===== config.mk =====
export PLATFORM = sky130hd
export DESIGN_NAME = fsk_tag_demod
export DESIGN_NICKNAME = d
export VERILOG_FILES = /design/src/rtl/fskd_pkg.sv /design/src/rtl/fskd_period_meter.sv /design/src/rtl/fskd_classifier.sv /design/src/rtl/fskd_frame_shift.sv /design/src/rtl/fskd_frame_detect.sv /design/src/rtl/fsk_tag_demod.sv
export SDC_FILE = /design/constraint.sdc
export NUM_CORES = 1
export LEC_CHECK = 0
export BUFFER_PORTS_ARGS = -buffer_cell sky130_fd_sc_hd__buf_2
export CAP_MARGIN = 10
export CORE_MARGIN = 3
export CORE_UTILIZATION = 35
export DETAILED_ROUTE_END_ITERATION = 7
export SLEW_MARGIN = 15
export SYNTH_ARGS = -nofsm -noshare
export SYNTH_HDL_FRONTEND = slang
export SYNTH_SLANG_ARGS = --single-unit

===== constraint.sdc =====
create_clock -name clk -period 2 [get_ports clk]
set_clock_uncertainty 0.2 [all_clocks]
set_input_delay 0.2 -clock clk [delete_from_list [all_inputs] [get_ports clk]]
set_output_delay 0.2 -clock clk [all_outputs]
set_load 0.005 [all_outputs]

===== src/rtl/fskd_pkg.sv =====
// fskd_pkg: frame field positions and shared constant functions for the
// FSK transponder demodulator. Field positions are fixed by the frame
// layout; only the timing constants are parameters of the modules.
package fskd_pkg;

    localparam int FRAME_W   = 128;
    localparam int SYNC_W    = 23;
    localparam logic [SYNC_W-1:0] SYNC_VAL = 23'h7E0000;
    localparam int START_LSB = 16;
    localparam int END_LSB   = 104;
    localparam int DATA_LSB  = 24;
    localparam int DATA_W    = 64;
    localparam int CRC_LSB   = 88;
    localparam int CRC_W     = 16;
    localparam int RW_BIT    = 111;
    localparam int IDENT_LSB = 112;
    localparam int IDENT_W   = 15;

    // Samples taken by a group of carrier cycles, truncated.
    function automatic longint span_samples(longint fs_hz, longint f_hz, longint cycles);
        return (fs_hz * cycles) / f_hz;
    endfunction

endpackage


===== src/rtl/fskd_period_meter.sv =====
// fskd_period_meter: detects rising crossings of the comparator sample and,
// every CYC_PER_BIT crossings, reports the samples elapsed since the last
// report. Assumes one sample per clock; the sample count saturates.
module fskd_period_meter #(
    parameter int CYC_PER_BIT = 16,
    parameter int CNT_W       = 9
) (
    input  logic             clk,
    input  logic             rst_n,
    input  logic             zc_i,
    output logic             meas_valid_o,
    output logic [CNT_W-1:0] period_o
);
    localparam int EC_W = $clog2(CYC_PER_BIT);
    localparam logic [CNT_W-1:0] CNT_MAX = '1;
    localparam logic [EC_W-1:0]  EC_LAST = EC_W'(CYC_PER_BIT - 1);

    logic             zc_q;
    logic [EC_W-1:0]  edge_cnt;
    logic [CNT_W-1:0] smp_cnt;
    logic             rise;
    logic             group_end;

    assign rise      = zc_i & ~zc_q;
    assign group_end = rise && (edge_cnt == EC_LAST);

    // Track previous sample, cycle count and saturating sample count.
    always_ff @(posedge clk) begin
        if (!rst_n) begin
            zc_q         <= 1'b0;
            edge_cnt     <= '0;
            smp_cnt      <= '0;
            meas_valid_o <= 1'b0;
            period_o     <= '0;
        end else begin
            zc_q         <= zc_i;
            meas_valid_o <= group_end;
            if (rise)
                edge_cnt <= group_end ? '0 : edge_cnt + 1'b1;
            if (group_end) begin
                period_o <= smp_cnt;
                smp_cnt  <= CNT_W'(1);
            end else if (smp_cnt != CNT_MAX) begin
                smp_cnt <= smp_cnt + 1'b1;
            end
        end
    end

endmodule


===== src/rtl/fskd_classifier.sv =====
// fskd_classifier: maps a measured period onto bit 1, bit 0 or noise using
// two open tolerance windows derived from the carrier frequencies.
// Purely combinational; assumes at most one measurement per cycle.
module fskd_classifier #(
    parameter longint SAMPLE_HZ   = 2_000_000,
    parameter longint F_ONE_HZ    = 123_200,
    parameter longint F_ZERO_HZ   = 134_200,
    parameter int     CYC_PER_BIT = 16,
    parameter int     CNT_W       = 9
) (
    input  logic             meas_valid_i,
    input  logic [CNT_W-1:0] period_i,
    output logic             bit_valid_o,
    output logic             bit_o,
    output logic             noise_o
);
    localparam longint EXP_ONE  = fskd_pkg::span_samples(SAMPLE_HZ, F_ONE_HZ, CYC_PER_BIT);
    localparam longint EXP_ZERO = fskd_pkg::span_samples(SAMPLE_HZ, F_ZERO_HZ, CYC_PER_BIT);
    localparam longint TOL      = (EXP_ONE - EXP_ZERO + 1) >>> 1;
    localparam logic [CNT_W:0] ONE_LO  = (CNT_W+1)'(EXP_ONE - TOL);
    localparam logic [CNT_W:0] ONE_HI  = (CNT_W+1)'(EXP_ONE + TOL);
    localparam logic [CNT_W:0] ZERO_LO = (CNT_W+1)'(EXP_ZERO - TOL);
    localparam logic [CNT_W:0] ZERO_HI = (CNT_W+1)'(EXP_ZERO + TOL);

    logic [CNT_W:0] p;
    logic           in_one;
    logic           in_zero;

    // Window tests, the 1 window taking priority.
    always_comb begin
        p           = {1'b0, period_i};
        in_one      = (p > ONE_LO) && (p < ONE_HI);
        in_zero     = (p > ZERO_LO) && (p < ZERO_HI);
        bit_valid_o = meas_valid_i && (in_one || in_zero);
        bit_o       = in_one;
        noise_o     = meas_valid_i && !(in_one || in_zero);
    end

endmodule


===== src/rtl/fskd_frame_shift.sv =====
// fskd_frame_shift: 128-bit right-shifting frame register. New bits enter
// at the top; a noise indication empties it. Flags each shifted bit one
// cycle later so the detector sees the updated register.
module fskd_frame_shift (
    input  logic                          clk,
    input  logic                          rst_n,
    input  logic                          shift_i,
    input  logic                          bit_i,
    input  logic                          clear_i,
    output logic [fskd_pkg::FRAME_W-1:0]  shreg_o,
    output logic                          new_bit_o
);
    // Shift, clear or hold the register.
    always_ff @(posedge clk) begin
        if (!rst_n) begin
            shreg_o   <= '0;
            new_bit_o <= 1'b0;
        end else begin
            new_bit_o <= shift_i;
            if (clear_i)
                shreg_o <= '0;
            else if (shift_i)
                shreg_o <= {bit_i, shreg_o[fskd_pkg::FRAME_W-1:1]};
        end
    end

endmodule


===== src/rtl/fskd_frame_detect.sv =====
// fskd_frame_detect: after each new bit, tests the frame register for the
// sync pattern and matching leading/trailing bytes, then latches the
// payload fields and raises a one-cycle strobe. Fields hold otherwise.
module fskd_frame_detect
    import fskd_pkg::*;
(
    input  logic               clk,
    input  logic               rst_n,
    input  logic               check_i,
    input  logic [FRAME_W-1:0] shreg_i,
    output logic               frame_valid_o,
    output logic [DATA_W-1:0]  data_o,
    output logic [CRC_W-1:0]   crc_o,
    output logic               rw_o,
    output logic               ident_err_o
);
    logic              hit;
    logic [DATA_W-1:0] data_f;
    logic              rw_f;

    // Candidate and acceptance tests on the current register.
    always_comb begin
        data_f = shreg_i[DATA_LSB +: DATA_W];
        rw_f   = shreg_i[RW_BIT];
        hit    = (shreg_i[SYNC_W-1:0] == SYNC_VAL) &&
                 (shreg_i[START_LSB +: 8] == shreg_i[END_LSB +: 8]);
    end

    // Latch fields and pulse the strobe on acceptance.
    always_ff @(posedge clk) begin
        if (!rst_n) begin
            frame_valid_o <= 1'b0;
            data_o        <= '0;
            crc_o         <= '0;
            rw_o          <= 1'b0;
            ident_err_o   <= 1'b0;
        end else begin
            frame_valid_o <= check_i && hit;
            if (check_i && hit) begin
                data_o      <= data_f;
                crc_o       <= shreg_i[CRC_LSB +: CRC_W];
                rw_o        <= rw_f;
                ident_err_o <= rw_f && (shreg_i[IDENT_LSB +: IDENT_W] != data_f[IDENT_W-1:0]);
            end
        end
    end

endmodule


===== src/rtl/fsk_tag_demod.sv =====
// fsk_tag_demod: top level of the FSK transponder demodulator. Chain:
// period meter -> classifier -> frame register -> frame detector.
// Assumes zc_i is already synchronous to clk, one sample per cycle.
module fsk_tag_demod #(
    parameter longint SAMPLE_HZ   = 2_000_000,
    parameter longint F_ONE_HZ    = 123_200,
    parameter longint F_ZERO_HZ   = 134_200,
    parameter int     CYC_PER_BIT = 16,
    parameter int     CNT_W       = 9
) (
    input  logic        clk,
    input  logic        rst_n,
    input  logic        zc_i,
    output logic        frame_valid_o,
    output logic [63:0] data_o,
    output logic [15:0] crc_o,
    output logic        rw_o,
    output logic        ident_err_o
);
    logic                         meas_valid;
    logic [CNT_W-1:0]             meas_period;
    logic                         bit_valid;
    logic                         bit_val;
    logic                         noise;
    logic [fskd_pkg::FRAME_W-1:0] shreg;
    logic                         new_bit;

    fskd_period_meter #(
        .CYC_PER_BIT (CYC_PER_BIT),
        .CNT_W       (CNT_W)
    ) u_meter (
        .clk          (clk),
        .rst_n        (rst_n),
        .zc_i         (zc_i),
        .meas_valid_o (meas_valid),
        .period_o     (meas_period)
    );

    fskd_classifier #(
        .SAMPLE_HZ   (SAMPLE_HZ),
        .F_ONE_HZ    (F_ONE_HZ),
        .F_ZERO_HZ   (F_ZERO_HZ),
        .CYC_PER_BIT (CYC_PER_BIT),
        .CNT_W       (CNT_W)
    ) u_class (
        .meas_valid_i (meas_valid),
        .period_i     (meas_period),
        .bit_valid_o  (bit_valid),
        .bit_o        (bit_val),
        .noise_o      (noise)
    );

    fskd_frame_shift u_shift (
        .clk       (clk),
        .rst_n     (rst_n),
        .shift_i   (bit_valid),
        .bit_i     (bit_val),
        .clear_i   (noise),
        .shreg_o   (shreg),
        .new_bit_o (new_bit)
    );

    fskd_frame_detect u_detect (
        .clk           (clk),
        .rst_n         (rst_n),
        .check_i       (new_bit),
        .shreg_i       (shreg),
        .frame_valid_o (frame_valid_o),
        .data_o        (data_o),
        .crc_o         (crc_o),
        .rw_o          (rw_o),
        .ident_err_o   (ident_err_o)
    );

endmodule


==> reports/metrics.cfg <==
[outcome]
status=finished, final reports clean

[power]
worst_ir_drop_vdd_v=0.000522
power_leakage_nw=4.47
power.switching_w=0.00197
internal_power_w=0.00786
switching_share_pct=20.1
p_seq_share_pct=48.0
p_comb_share_pct=1.2
p_per_area_nw_per_um2=994
clkPwrFrac_pct=50.8

[synthesis]
yosys.area_share.simple_pct=13.0
ys.flop_type=dfxtp_1
synth-seq-area-share_pct=56.8
synthMuxAreaShare_pct=10.1
synthXorXnorAreaFrac_pct=2.63
yosysTopAreaCell=dfxtp_1
synthCells=802
synth-compound-area-share_pct=12.3
synth-async-reset-ratio_pct=0
yosys-top-cells-count=dfxtp_1 (236), nand2_1 (187), mux2i_1 (84), o22ai_1 (80), a22o_1 (45)
yosysWarnings=0
synthAdderAreaFrac_pct=0.451
syn_avg_cell_area_um2=10.4
synth_fp_nets=808
ys_top_cells_by_area=dfxtp_1 (57%), mux2i_1 (10%), nand2_1 (8.4%)
synth_edf_count=0
synthDistinctLibCells=38
synth_top_area_share_pct=56.8
yosysMostFrequentCell=dfxtp_1
synth_top_family_by_area=simple AND/OR/NAND/NOR gates
synth_seq_cells=236
syn_area_um2=8320

[setup_path]
crit_type=reg -> reg
r2r_setup_slack_ps=110
reg2reg_depth=5
critPathCaptureType=flop
r2r-start=u_shift.shreg_o[3]
max_stage_delay_ps=340
crit_path_max_fanout=57
start_kind=flop
crit_required_ps=2180
crit_family=simple AND/OR/NAND/NOR gates
worstPathArrival_ps=2070
slowest_stage=nor4_2
critical_path_buf_inv_count=1
cp_cell_sequence=nor4_2 > and4_2 > nand3_4 > buf_12 > mux2i_1
rr_endpoint=u_detect.data_o[13]

[die]
die_area_um2=25700
pin_count=86
die_h_um=160
rows=55
die-width_um=160
initial_core_util_pct=36.2
core_area_um2=23000

[placed_design]
dp_hpwl_um=10500
gp_congestion=0.766
place.port_buffers=85
place_inst=1155
post_dp_cell_area_um2=8960

[clock_network]
cts_max_path_buffers=3
h-tree-depth=1
clock_latency_ps=520
cts_tree=done
path_clk_slew_ps=60
cts.sinks=236
cts-root-buf=clkbuf_16
cts_buffers=26

[route]
met1_length_um=8260
drcViolationCount=0
route.met3.wl_um=788
via_count=5921
drtPass1Iterations=6
wirelength_um=17200
top_layer=met4
routedWlPerCell_um=14.3
met2_length_um=7760
via_per_inst=4.92
drt-initial-drc-count=282
drtAntennaViolNets=0

[timing]
tightestPinTransition_ps=426
setup_viol=0
hold_viol_final=0
fmax_ghz=0.529
slew_headroom_pct=71.6
rsz0062_at_grt=yes
fin_crit_sh_pct=94.5
drv_slew=0
fin_crit_ps=1890

[layout]
n_antenna_cell=0
final_nets=878
finalInstanceArea_um2=9900
drive_above_1_share_pct=17.3
final_cells=1204
area_growth_pct=18.9
fill_cells=2278

[hold_path]
whs_endpoint=u_meter.zc_q
hold_path_depth=3
min-delay-start=zc_i
hp-class=in -> reg

[global_routing]
grt_pass1_wl_um=29200
grt_start_max_net_pins=77
antenna_found_initial=0
gr-total-overflow=0
grt_usage_pct=13.2
grt_pass1_vias=5747

[flow_run]
cap_viol_max_count=0

==> worst min-delay path: cells and delay by family <==
kind / cells / cell delay [ps]
buffers and inverters: 2 / 620
and+or+nand+nor: 1 / 100
==> power by group through the flow <==
stage	registers [W]	clock network (W)	logic [W]
6_report	0.00472	0.00500	0.000121
5_1_grt	0.00472	0.00531	0.000135
4_1_cts	0.00472	0.00511	0.000123
3_5_place_dp	0.00482	0	0.000119
3_3_place_gp	0.00482	0	0.000119
2_1_floorplan	0.00482	0	0.0000842
==> flip-flops by register name, indices dropped and copies added (netlist names) <==
| name | count |
|---|---|
| u_detect.data_o | 64 |
| u_meter.zc_q | 1 |
| u_detect.ident_err_o | 1 |
| u_shift.new_bit_o | 1 |
| u_meter.edge_cnt | 4 |
| u_meter.period_o | 9 |
| u_detect.rw_o | 1 |
| u_detect.crc_o | 16 |
| u_shift.shreg_o | 128 |
| u_detect.frame_valid_o | 1 |
| u_meter.meas_valid_o | 1 |
| u_meter.smp_cnt | 9 |
==> cells in the final DEF, fill, tap and decap left out, drive strengths merged, types with 4 or more instances in the layout <==
master    n
nand2   187
nand4    10
clkinv    9
nor4     11
nor2b     4
clkbuf   33
nor2     16
a21oi    13
buf     100
xor2     21
o21ai     4
a22o     45
mux2i    84
xnor2     4
bufinv    4
o22ai    80
dfxtp   236
==> how the worst max path moves through the flow <==
stage,to,startpoint,cells past startpoint
2_1_floorplan,u_meter.smp_cnt[6],u_meter.smp_cnt[0],8
3_3_place_gp,u_meter.smp_cnt[7],u_meter.smp_cnt[0],8
3_5_place_dp,u_meter.smp_cnt[7],u_meter.smp_cnt[0],8
4_1_cts,u_meter.smp_cnt[7],u_meter.smp_cnt[0],8
5_1_grt,u_detect.data_o[60],u_shift.shreg_o[3],5
6_report,u_detect.data_o[13],u_shift.shreg_o[3],5
==> logic make-up after synthesis <==
family / after synthesis
AO/OA/AOI/OAI: 146
XOR/XNOR: 25
adder cells (fa/ha/maj): 3
buffers and inverters: 61
flip-flops: 236
multiplexers: 84
AND/OR/NAND/NOR: 247
==> per-layer routing <==
metal	GRT usage (%)	vias up
met5	0	-
met4	3.83	0
met3	3.11	34
met2	20.5	94
met1	18.3	2803
li1	-	2990
==> what timing repair did <==
| item | in CTS | in global routing |
|---|---|---|
| resized for setup | 0 | 2 |
| endpoints found under the hold margin | 12 | 0 |
| setup buffers | 0 | 0 |
| endpoints found under the setup margin | 0 | 33 |
| hold buffers | 2 | 0 |
==> stage by stage <==
step | total power (W) | setup TNS (ps) | setup slack, ps | hold slack [ps] | util, %
finish | 0.00984 | 0 | 109 | 232 | 43.1
global route | 0.0102 | -78.6 | -10.8 | 249 | 43.1
CTS | 0.00995 | 0 | 95.6 | 220 | 43.0
detailed placement | 0.00494 | 0 | 115 | 223 | 39.0
global placement | 0.00494 | 0 | 123 | 218 | 39.0
floorplan | 0.00491 | 0 | 127 | 122 | -
==> area by class of cell <==
| class | count | area [um2] | share of cell area (%) |
|---|---|---|---|
| Clock buffer | 33 | 738 | 7.46 |
| Sequential cell | 236 | 4730 | 47.7 |
| Timing Repair Buffer | 102 | 636 | 6.42 |
| Clock inverter | 14 | 176 | 1.78 |
| Tap cell | 313 | 392 | 3.96 |
| Inverter | 1 | 3.75 | 0.0379 |
| Multi-Input combinational cell | 505 | 3230 | 32.6 |
No activity file was read; power rests on OpenSTA's default activity.
